### config.mk
export PLATFORM = sky130hd
export DESIGN_NAME = dvma_xlate
export DESIGN_NICKNAME = d
export VERILOG_FILES = /design/src/rtl/dvma_pkg.sv /design/src/rtl/dvma_regs.sv /design/src/rtl/dvma_window.sv /design/src/rtl/dvma_fsm.sv /design/src/rtl/dvma_xlate.sv
export SDC_FILE = /design/constraint.sdc
export NUM_CORES = 1
export LEC_CHECK = 0
export BUFFER_PORTS_ARGS = -buffer_cell sky130_fd_sc_hd__buf_2
export CORE_ASPECT_RATIO = 0.6
export CORE_UTILIZATION = 43
export DETAILED_ROUTE_END_ITERATION = 10
export GPL_ROUTABILITY_DRIVEN = 0
export PLACE_DENSITY_LB_ADDON = 0.05
export SLEW_MARGIN = 25
export SYNTH_ARGS = -nofsm -noshare
export SYNTH_HDL_FRONTEND = slang
export SYNTH_SLANG_ARGS = --single-unit
### constraint.sdc
create_clock -name clk -period 4.4 [get_ports clk]
set_input_delay 0.88 -clock clk [delete_from_list [all_inputs] [get_ports clk]]
set_output_delay 0.88 -clock clk [all_outputs]
set_load 0.03 [all_outputs]
### src/rtl/dvma_pkg.sv
package dvma_pkg;
    localparam int VA_W     = 32;
    localparam int PA_W     = 43;
    localparam int PG_SHIFT = 13;
    localparam int ENT_W    = 64;
    localparam int CODE_W   = 3;
    localparam int TBL_LOG0 = 10;   // log2 entries at code 0
    localparam int ENT_VLD  = 63;
    localparam int ENT_WR   = 1;

    typedef enum logic [1:0] {
        ST_IDLE,
        ST_FETCH,
        ST_WAIT,
        ST_DONE
    } xl_state_e;
endpackage

### src/rtl/dvma_regs.sv
module dvma_regs
    import dvma_pkg::*;
#(
    parameter int PA_BITS = PA_W,
    parameter int PG_BITS = PG_SHIFT,
    parameter int CW      = CODE_W
) (
    input  logic                   clk,
    input  logic                   rst_n,
    input  logic                   cfg_we,
    input  logic                   cfg_addr,
    input  logic [63:0]            cfg_wdata,
    output logic [63:0]            cfg_rdata,
    output logic                   ctl_en,
    output logic [CW-1:0]          ctl_code,
    output logic [PA_BITS-PG_BITS-1:0] tbl_page
);
    localparam int CODE_LSB = 16;

    logic ctl_diag, ctl_pg64;
    logic unused_wbits;
    assign unused_wbits = ^cfg_wdata;

    always_ff @(posedge clk) begin
        if (!rst_n) begin
            ctl_en   <= 1'b0;
            ctl_diag <= 1'b0;
            ctl_pg64 <= 1'b0;
            ctl_code <= '0;
            tbl_page <= '0;
        end else if (cfg_we) begin
            if (!cfg_addr) begin
                ctl_en   <= cfg_wdata[0];
                ctl_diag <= cfg_wdata[1];
                ctl_pg64 <= cfg_wdata[2];
                ctl_code <= cfg_wdata[CODE_LSB +: CW];
            end else begin
                tbl_page <= cfg_wdata[PA_BITS-1:PG_BITS];
            end
        end
    end

    always_comb begin
        if (!cfg_addr)
            cfg_rdata = 64'({ctl_code, (CODE_LSB-3)'(0), ctl_pg64, ctl_diag, ctl_en});
        else
            cfg_rdata = 64'({tbl_page, PG_BITS'(0)});
    end

    AST_CFG_EN_WRITE: assert property (@(posedge clk) disable iff (!rst_n)
        cfg_we && !cfg_addr |=> ctl_en == $past(cfg_wdata[0]));
endmodule

### src/rtl/dvma_window.sv
module dvma_window
    import dvma_pkg::*;
#(
    parameter int VA_BITS = VA_W,
    parameter int PA_BITS = PA_W,
    parameter int PG_BITS = PG_SHIFT,
    parameter int CW      = CODE_W,
    parameter int E_BITS  = ENT_W
) (
    input  logic [CW-1:0]              code,
    input  logic [PA_BITS-PG_BITS-1:0] tbl_page,
    input  logic [VA_BITS-1:0]         va,
    output logic                       hit,
    output logic [PA_BITS-1:0]         ent_addr
);
    localparam int ENT_SHIFT = $clog2(E_BITS / 8);
    localparam int SLOT_W    = VA_BITS - PG_BITS;

    logic [5:0]         sh;
    logic [VA_BITS-1:0] win_base;
    logic [VA_BITS-1:0] offs;
    logic [SLOT_W-1:0]  slot;

    always_comb begin
        sh       = 6'(code) + 6'(TBL_LOG0 + PG_BITS);
        win_base = {VA_BITS{1'b1}} << sh;
        hit      = (va >= win_base);
        offs     = va - win_base;
        slot     = offs[VA_BITS-1:PG_BITS];
        ent_addr = {tbl_page, PG_BITS'(0)} + PA_BITS'({slot, ENT_SHIFT'(0)});
    end
endmodule

### src/rtl/dvma_fsm.sv
module dvma_fsm
    import dvma_pkg::*;
#(
    parameter int VA_BITS = VA_W,
    parameter int PA_BITS = PA_W,
    parameter int PG_BITS = PG_SHIFT,
    parameter int E_BITS  = ENT_W
) (
    input  logic               clk,
    input  logic               rst_n,
    input  logic               req_valid,
    input  logic [VA_BITS-1:0] req_va,
    input  logic               req_write,
    input  logic               xl_en,
    input  logic               win_hit,
    input  logic [PA_BITS-1:0] win_addr,
    output logic               req_ready,
    output logic               rsp_valid,
    output logic               rsp_fault,
    output logic [PA_BITS-1:0] rsp_pa,
    output logic               mem_req_valid,
    input  logic               mem_req_ready,
    output logic [PA_BITS-1:0] mem_req_addr,
    input  logic               mem_rsp_valid,
    input  logic [E_BITS-1:0]  mem_rsp_data
);
    xl_state_e          st, st_nxt;
    logic [PG_BITS-1:0] va_lo_q;
    logic               wr_q;
    logic [PA_BITS-1:0] addr_q;
    logic [PA_BITS-1:0] pa_q;
    logic               fault_q;
    logic               accept, ent_bad;
    logic               unused_ent;

    assign accept     = (st == ST_IDLE) && req_valid;
    assign ent_bad    = !mem_rsp_data[ENT_VLD] || (wr_q && !mem_rsp_data[ENT_WR]);
    assign unused_ent = ^mem_rsp_data;

    // state register
    always_ff @(posedge clk) begin
        if (!rst_n) st <= ST_IDLE;
        else        st <= st_nxt;
    end

    // transitions
    always_comb begin
        st_nxt = st;
        unique case (st)
            ST_IDLE:  if (req_valid) st_nxt = (!xl_en || !win_hit) ? ST_DONE : ST_FETCH;
            ST_FETCH: if (mem_req_ready) st_nxt = ST_WAIT;
            ST_WAIT:  if (mem_rsp_valid) st_nxt = ST_DONE;
            ST_DONE:  st_nxt = ST_IDLE;
            default:  st_nxt = ST_IDLE;
        endcase
    end

    // captured request and result
    always_ff @(posedge clk) begin
        if (!rst_n) begin
            va_lo_q <= '0;
            wr_q    <= 1'b0;
            addr_q  <= '0;
            pa_q    <= '0;
            fault_q <= 1'b0;
        end else if (accept) begin
            va_lo_q <= req_va[PG_BITS-1:0];
            wr_q    <= req_write;
            addr_q  <= win_addr;
            if (!xl_en) begin
                pa_q    <= PA_BITS'(req_va);
                fault_q <= 1'b0;
            end else if (!win_hit) begin
                pa_q    <= '0;
                fault_q <= 1'b1;
            end
        end else if (st == ST_WAIT && mem_rsp_valid) begin
            fault_q <= ent_bad;
            pa_q    <= ent_bad ? '0 : {mem_rsp_data[PA_BITS-1:PG_BITS], va_lo_q};
        end
    end

    // outputs
    always_comb begin
        req_ready     = (st == ST_IDLE);
        mem_req_valid = (st == ST_FETCH);
        rsp_valid     = (st == ST_DONE);
        mem_req_addr  = addr_q;
        rsp_pa        = pa_q;
        rsp_fault     = fault_q;
    end

    AST_REQ_HOLD: assert property (@(posedge clk) disable iff (!rst_n)
        mem_req_valid && !mem_req_ready |=> mem_req_valid && $stable(mem_req_addr));
    AST_RSP_PULSE: assert property (@(posedge clk) disable iff (!rst_n)
        rsp_valid |=> !rsp_valid && req_ready);
    AST_FAULT_ZERO: assert property (@(posedge clk) disable iff (!rst_n)
        rsp_valid && rsp_fault |-> rsp_pa == '0);
    AST_BYPASS_DIRECT: assert property (@(posedge clk) disable iff (!rst_n)
        req_valid && req_ready && !xl_en |=> rsp_valid && !rsp_fault && !mem_req_valid);
    AST_ENTRY_ALIGN: assert property (@(posedge clk) disable iff (!rst_n)
        mem_req_valid |-> mem_req_addr[2:0] == 3'b000);
endmodule

### src/rtl/dvma_xlate.sv
module dvma_xlate
    import dvma_pkg::*;
#(
    parameter int VA_BITS = VA_W,
    parameter int PA_BITS = PA_W,
    parameter int PG_BITS = PG_SHIFT,
    parameter int CW      = CODE_W,
    parameter int E_BITS  = ENT_W
) (
    input  logic               clk,
    input  logic               rst_n,
    input  logic               cfg_we,
    input  logic               cfg_addr,
    input  logic [63:0]        cfg_wdata,
    output logic [63:0]        cfg_rdata,
    input  logic               req_valid,
    output logic               req_ready,
    input  logic [VA_BITS-1:0] req_va,
    input  logic               req_write,
    output logic               rsp_valid,
    output logic               rsp_fault,
    output logic [PA_BITS-1:0] rsp_pa,
    output logic               mem_req_valid,
    input  logic               mem_req_ready,
    output logic [PA_BITS-1:0] mem_req_addr,
    input  logic               mem_rsp_valid,
    input  logic [E_BITS-1:0]  mem_rsp_data
);
    logic                       en;
    logic [CW-1:0]              code;
    logic [PA_BITS-PG_BITS-1:0] tbl_page;
    logic                       hit;
    logic [PA_BITS-1:0]         ent_addr;

    dvma_regs #(.PA_BITS(PA_BITS), .PG_BITS(PG_BITS), .CW(CW)) u_regs (
        .clk(clk), .rst_n(rst_n), .cfg_we(cfg_we), .cfg_addr(cfg_addr),
        .cfg_wdata(cfg_wdata), .cfg_rdata(cfg_rdata),
        .ctl_en(en), .ctl_code(code), .tbl_page(tbl_page)
    );

    dvma_window #(.VA_BITS(VA_BITS), .PA_BITS(PA_BITS), .PG_BITS(PG_BITS),
                  .CW(CW), .E_BITS(E_BITS)) u_window (
        .code(code), .tbl_page(tbl_page), .va(req_va),
        .hit(hit), .ent_addr(ent_addr)
    );

    dvma_fsm #(.VA_BITS(VA_BITS), .PA_BITS(PA_BITS), .PG_BITS(PG_BITS),
               .E_BITS(E_BITS)) u_fsm (
        .clk(clk), .rst_n(rst_n),
        .req_valid(req_valid), .req_va(req_va), .req_write(req_write),
        .xl_en(en), .win_hit(hit), .win_addr(ent_addr),
        .req_ready(req_ready), .rsp_valid(rsp_valid), .rsp_fault(rsp_fault),
        .rsp_pa(rsp_pa), .mem_req_valid(mem_req_valid),
        .mem_req_ready(mem_req_ready), .mem_req_addr(mem_req_addr),
        .mem_rsp_valid(mem_rsp_valid), .mem_rsp_data(mem_rsp_data)
    );
endmodule

# Word level (Yosys, flattened, before mapping)
# Cells that the tools add are included.
dict set report classes {
  bitwise 1
  reduce_logical 15
  add_sub_neg 3
  magnitude_cmp 1
  eq_ne 7
  n_mux 15
  shift 1
}
# op count
set ops {}
lappend ops {{$mux W43} 6}
lappend ops {{$add A43 B22 Y43} 1}
lappend ops {{$ge A32 B32 Y1} 1}
lappend ops {{$shl A32 B6 Y32 const A} 1}
lappend ops {{$sub A32 B32 Y32} 1}
lappend ops {{$mux W2} 4}
lappend ops {{$pmux W2 S4} 1}
lappend ops {{$add A3 B5 Y6 const B} 1}
lappend ops {{$reduce_and A2 Y1} 3}
lappend ops {{$eq A2 B2 Y1 const B} 2}
lappend ops {{$logic_not A1 Y1} 4}
lappend ops {{$mux W1} 4}
lappend ops {{$ne A2 B2 Y1 const B} 2}
lappend ops {{$logic_and A1 B1 Y1} 3}
lappend ops {{$ne A3 B3 Y1 const B} 1}
lappend ops {{$reduce_and A3 Y1} 1}
lappend ops {{$eq A2 B1 Y1 const B} 1}
lappend ops {{$logic_not A2 Y1} 1}
lappend ops {{$logic_or A1 B1 Y1} 2}
lappend ops {{$ne A2 B1 Y1 const B} 1}
lappend ops {{$reduce_bool A2 Y1} 1}
lappend ops {{$not A1 Y1} 1}
dict set report totals {
  output_inout_bits 154
  ff_bits 139
  in_bits 168
  wordCells 54
}

# Depth between registers and ports, before layout
dict set report depth {
  depth_word 8
  mapped_depth 21
  depth_no_buf 20
}

# Cells and area by module
# A second synthesis with hierarchy kept.
dict set report hier_totals {
  cells_unflattened 935
  hier_area_um2 7787.5
}
# mod cells_per_inst seq_area_each_um2 n_inst area_each_um2
set modules_own_cells {}
lappend modules_own_cells {dvma_fsm 464 2062.0 1 4222.8}
lappend modules_own_cells {dvma_regs 230 720.7 1 1896.8}
lappend modules_own_cells {dvma_window 241 0.0 1 1667.8}

# Worst setup path before layout
# OpenSTA, ideal clock, no wires.
dict set report synth_timing {
  path_type {reg2reg}
  startpoint {register u_regs.ctl_code[0]}
  endpoint {register u_fsm.addr_q[40] (netlist: u_fsm.mem_req_addr[40])}
  path_buffers 1
  period_less_slack_ps 4319
  slack_ps 81
  stages_incl_launch_ff 20
  arrival_ps 4186
  cell_sequence {dfxtp_1 nor3_1 inv_1 nor2_1 nand2_1 ha_1 o211ai_1 a31oi_1 o21ai_0 o311ai_0 o41ai_1 xnor2_1 ha_1 nand3_1 nor2_1 a221oi_1 clkbuf_1 nor4b_1 xnor2_1 a21oi_1}
}
dict set report synth_between {
  elab_chain_len 4
}
# item line_no
set synth_lines {}
lappend synth_lines {{start: declaration} dvma_regs.sv:15} ;# output logic [CW-1:0] ctl_code,
lappend synth_lines {{start signal: assignment} dvma_regs.sv:36} ;# ctl_code <= cfg_wdata[CODE_LSB +: CW];
lappend synth_lines {{$add A3 B5 Y6} dvma_window.sv:25} ;# sh = 6'(code) + 6'(TBL_LOG0 + PG_BITS);
lappend synth_lines {{$shl A32 B6 Y32} dvma_window.sv:26} ;# win_base = {VA_BITS{1'b1}} << sh;
lappend synth_lines {{$sub A32 B32 Y32} dvma_window.sv:28} ;# offs = va - win_base;
lappend synth_lines {{$add A43 B22 Y43} dvma_window.sv:30} ;# ent_addr = {tbl_page, PG_BITS'(0)} + PA_BITS'({slot, ENT_SHIFT'(0)});
lappend synth_lines {{end signal: assignment} dvma_fsm.sv:69} ;# addr_q <= win_addr;
lappend synth_lines {{end: declaration} dvma_fsm.sv:30} ;# logic [PA_BITS-1:0] addr_q;
# Every way passes these cells.
# A chain may end at the register's enable or synchronous reset.

# Final worst setup path
dict set report layout_timing {
  startpoint {register u_regs.ctl_code[1]}
  endpoint {register u_fsm.addr_q[38] (netlist: u_fsm.mem_req_addr[38])}
}
# Same word-level chain as after synthesis.

==> out/metrics.csv <==
stage,metric,value,unit
status,outcome,finished with violations,
status,failing_checks,design-rule violations,
synth,ys_ff_latch,136,
critical_path,critical_path.top_delay_family,compound AO/OA/AOI/OAI gates,
synth,netlist_instances,829,
routing,ant_nets,0,
min_path,hold_path_end,u_fsm.mem_req_addr[11],
pwr,pwr_density_cell,526.1,nW/um^2
critical_path,worstPathCellList,inv_1 > ha_4 > inv_2 > ha_4 > nor2_4 > nand2_2 > ha_1 > buf_4 > o21a_2 > nand4bb_4 > a211oi_4 > o21bai_1 > a21oi_1 > xnor2_1 > ha_1 > buf_4 > o21a_1 > a221oi_2 > buf_4 > nor3b_1 > xnor2_1 > a21oi_1,
critical_path,setup.reg_to_reg.worst_slack,130,ps
min_path,hold_crit_path_type,flip-flop to flip-flop,
routing,route.detailed.vias_per_inst,5.131,
critical_path,path_common_cell,sky130_fd_sc_hd__buf_4,
cts,clk-insertion-delay-late,420,ps
routing,route.detailed.wl_per_inst,15.56,microns
synth,synth.cell_area,6983,sq um
critical_path,cp_data_arrival_time,4540,ps
timing,timing.max_slew.rel_slack,50.37,%
critical_path,cells_on_worst_reg2reg_path,22,
critical_path,sort_of_element_at_the_end_of_the_critical_path,flip-flop,
final_layout,post_route_cells_drive_above_1_share,33.94,%
final_layout,postLayoutCoreUtil,59.56,%
floorplan,die-width,166.5,microns
placed_design,dpl-instance-area,8409,sq um
global_route,pin_count_of_the_biggest_net_entering_global_routing,74,
timing,hold_viol,0,
floorplan,floorplan.initialDensity,44.79,%
timing,final-setup-viol-count,0,
final_layout,flow.area_growth_from_synthesis,32.97,%
synth,yosys_most_used_dff,sky130_fd_sc_hd__dfxtp_1,
cts,cts_made_buffers,17,
placed_design,place_worst_setup_slack,-156.6,ps
cts,cts-htree-levels,4,
critical_path,crit_path_required_time,4670,ps
cts,clkSinkCount,136,
floorplan,placeableCoreArea,15590,sq um
final_layout,finish.net_count,1281,
cts,clk_root_buffer_cell,sky130_fd_sc_hd__clkbuf_16,
floorplan,chipHeight,100.7,microns
synth,async_reset_ff_share,0,%
critical_path,crit_slowest_cell,sky130_fd_sc_hd__dfxtp_2,
cts,max_buffers_root_to_sink,2,
synth,synth.avg_cell_area,8.423,sq um
final_layout,register_area,2724,sq um
critical_path,startpoint_type,flip-flop,
synth,synth.lib_cells_used.distinct,54,
pwr,ir_drop,0.0002287,V
final_layout,finish.instance_area,9285,sq um
routing,detail_route.drc_violations,17,
global_route,wire_length_of_the_first_global_routing_pass,31.66,mm
routing,drt_pre_antenna_iters,8,
global_route,grt_overflow,0,
cts,cts_tree,yes,
global_route,grt_use_total,23.84,%
critical_path,cp_num_buf_inv,5,
final_layout,antennaDiodeCount,0,
critical_path,reg2reg_to,u_fsm.mem_req_addr[38],
placed_design,post-dp-hpwl,14.09,mm
synth,count_of_flip_flops_with_a_built_in_enable_after_synthesis,0,
timing,final_period_minus_worst_setup_slack,4271,ps
routing,detail_route.iter0.violations,423,
timing,hold-worst-slack,448.0,ps
timing,slew_at_the_pin_closest_to_its_max_slew_limit,742.9,ps
timing,timing.clock.skew,13.07,ps
synth,yosysWarningCount,0,
final_layout,multi_input_comb_area,4065,sq um
min_path,holdPathStages,2,
global_route,number_of_antenna_violations_at_the_first_check_in_global_routing,0,
min_path,holdCritStartpoint,u_fsm.mem_req_addr[11],
critical_path,worst_setup_path_type,flip-flop to flip-flop,
timing,slew_violations,0,
floorplan,cell_rows,35,
global_route,grt_pass1_vias,6038,
final_layout,mostFrequentLayoutCell,sky130_fd_sc_hd__buf_2,
placed_design,numPortBuffers,224,
routing,wl,20.16,mm
synth,synth-seq-area-share,38.99,%
cts,clkTransAtPathRegs,70,ps
critical_path,worst_path_largest_cell_delay,320,ps
floorplan,die_area,16770,sq um
pwr,static-leakage-power,4.148,nW
timing,setup_slack,128.6,ps
timing,layout_worst_path_cycle_share,97.08,%
critical_path,timing.rr.start,u_regs.ctl_code[1],
final_layout,layout_common_cells,"sky130_fd_sc_hd__buf_2 (224), sky130_fd_sc_hd__nand2_1 (138), sky130_fd_sc_hd__dfxtp_1 (135), sky130_fd_sc_hd__a21oi_1 (99), sky130_fd_sc_hd__buf_4 (60)",
timing,max_freq,234.1,MHz
critical_path,crit_path_max_fanout,7,
routing,dr_total_vias,6650,
floorplan,io_pins,322,
job,maxCapViolCount,0,
final_layout,nFillCells,1443,
==> logic make-up after synthesis <==
logic type	share of synthesized area (%)
AND/OR/NAND/NOR	17.60
flip-flops	38.99
multiplexers	0.7167
buffers and inverters	7.543
adder cells (fa/ha/maj)	5.841
XOR/XNOR	4.891
AO/OA/AOI/OAI	24.37
other	0.05370
==> per-stage QoR <==
stage / instances / TNS, ps / total power [W]
6_report: 1296 / 0 / 0.004885
5_1_grt: 1296 / -668.8 / 0.005177
4_1_cts: 1289 / 0 / 0.004875
3_5_place_dp: 1257 / -1977 / 0.003341
3_3_place_gp: 1257 / -2257 / 0.003333
2_1_floorplan: 862 / 0 / 0.002830
==> area by class of cell <==
class / instances / share of cell area, %
tap: 203 / 2.735
clock inverter: 14 / 1.994
multi-input combinational: 628 / 43.78
sequential: 136 / 29.34
clock buffer: 17 / 4.582
timing repair buffer: 285 / 17.05
inverter: 13 / 0.5255
==> layer usage <==
metal	wire, microns	vias up	GRT usage, %
met5	0	-	0
met4	240	0	6.197
met3	1156	17	5.183
met2	8389	212	34.68
met1	10380	3067	35.28
li1	-	3354	-
==> timing repair <==
item,in CTS,in global routing
pin swaps,10,26
buffers inserted,1,7
setup endpoints to repair,21,24
hold buffers,0,0
gates resized for setup,15,32
gates cloned,0,0
==> synth_stat cells, types with 2 or more instances <==
cell / instances / area share [%]
sky130_fd_sc_hd__a21oi_1: 102 / 7.3
sky130_fd_sc_hd__o21ai_0: 39 / 2.8
sky130_fd_sc_hd__a211oi_1: 7 / 0.75
sky130_fd_sc_hd__o2bb2ai_1: 23 / 2.9
sky130_fd_sc_hd__and4_1: 3 / 0.38
sky130_fd_sc_hd__a22oi_1: 19 / 2.0
sky130_fd_sc_hd__nand2_1: 142 / 7.6
sky130_fd_sc_hd__buf_1: 3 / 0.16
sky130_fd_sc_hd__dfxtp_1: 136 / 39
sky130_fd_sc_hd__nand4_1: 2 / 0.18
sky130_fd_sc_hd__nor3_1: 9 / 0.64
sky130_fd_sc_hd__nor3b_1: 6 / 0.64
sky130_fd_sc_hd__o21bai_1: 3 / 0.32
sky130_fd_sc_hd__clkbuf_1: 43 / 2.3
sky130_fd_sc_hd__mux2i_1: 5 / 0.72
sky130_fd_sc_hd__a32oi_1: 13 / 1.6
sky130_fd_sc_hd__nor4b_1: 3 / 0.38
sky130_fd_sc_hd__o2bb2ai_2: 10 / 2.2
sky130_fd_sc_hd__and2_1: 33 / 3.0
sky130_fd_sc_hd__and3_1: 3 / 0.27
sky130_fd_sc_hd__a22o_1: 11 / 1.4
sky130_fd_sc_hd__nand2b_1: 5 / 0.45
sky130_fd_sc_hd__xnor2_1: 35 / 4.4
sky130_fd_sc_hd__xor2_1: 4 / 0.50
sky130_fd_sc_hd__or3_1: 4 / 0.36
sky130_fd_sc_hd__nor2_1: 39 / 2.1
sky130_fd_sc_hd__buf_4: 34 / 3.7
sky130_fd_sc_hd__nand3_1: 8 / 0.57
sky130_fd_sc_hd__nor2b_1: 8 / 0.72
sky130_fd_sc_hd__inv_1: 12 / 0.64
sky130_fd_sc_hd__a221oi_1: 2 / 0.25
sky130_fd_sc_hd__buf_6: 4 / 0.64
sky130_fd_sc_hd__a31o_2: 2 / 0.25
sky130_fd_sc_hd__ha_1: 31 / 5.6
sky130_fd_sc_hd__a21boi_0: 2 / 0.21
sky130_fd_sc_hd__a21o_1: 6 / 0.64
==> flip-flops by register name (all words and copies together) (netlist names) <==
| name | cells |
|---|---|
| u_fsm.mem_req_addr | 40 |
| u_fsm.rsp_fault | 1 |
| u_fsm.rsp_pa | 43 |
| u_fsm.st | 2 |
| u_fsm.va_lo_q | 13 |
| u_fsm.wr_q | 1 |
| u_regs.ctl_code | 3 |
| u_regs.ctl_diag | 1 |
| u_regs.ctl_en | 1 |
| u_regs.ctl_pg64 | 1 |
| u_regs.tbl_page | 30 |
==> power breakdown <==
part / internal, W / switching (W)
sequential: 0.00144 / 0.000118
clock: 0.000906 / 0.000595
combinational: 0.000624 / 0.00120
==> how the worst max path moves through the flow <==
stage / start / to / slack, ps / depth (start not counted)
floorplan: u_regs.ctl_code[0] / u_fsm.mem_req_addr[40] / 80 / 19
detailed placement: req_va[23] / u_fsm.mem_req_addr[25] / -160 / 18
global route: u_regs.ctl_code[1] / u_fsm.mem_req_addr[32] / -70 / 21
finish: u_regs.ctl_code[1] / u_fsm.mem_req_addr[38] / 130 / 22
CTS: u_regs.ctl_code[0] / u_fsm.mem_req_addr[23] / 3 / 23
global placement: req_va[23] / u_fsm.mem_req_addr[25] / -210 / 18
==> worst register-to-register path: stages, from the launching register on <==
cell and delay (ps):
sky130_fd_sc_hd__dfxtp_2 320, sky130_fd_sc_hd__inv_1 120, sky130_fd_sc_hd__ha_4 160, sky130_fd_sc_hd__inv_2 40
sky130_fd_sc_hd__ha_4 220, sky130_fd_sc_hd__nor2_4 150, sky130_fd_sc_hd__nand2_2 80, sky130_fd_sc_hd__ha_1 300
sky130_fd_sc_hd__buf_4 140, sky130_fd_sc_hd__o21a_2 120, sky130_fd_sc_hd__nand4bb_4 250, sky130_fd_sc_hd__a211oi_4 270
sky130_fd_sc_hd__o21bai_1 90, sky130_fd_sc_hd__a21oi_1 180, sky130_fd_sc_hd__xnor2_1 150, sky130_fd_sc_hd__ha_1 300
sky130_fd_sc_hd__buf_4 160, sky130_fd_sc_hd__o21a_1 170, sky130_fd_sc_hd__a221oi_2 240, sky130_fd_sc_hd__buf_4 220
sky130_fd_sc_hd__nor3b_1 80, sky130_fd_sc_hd__xnor2_1 250, sky130_fd_sc_hd__a21oi_1 100
No activity file was read; power rests on OpenSTA's default activity.
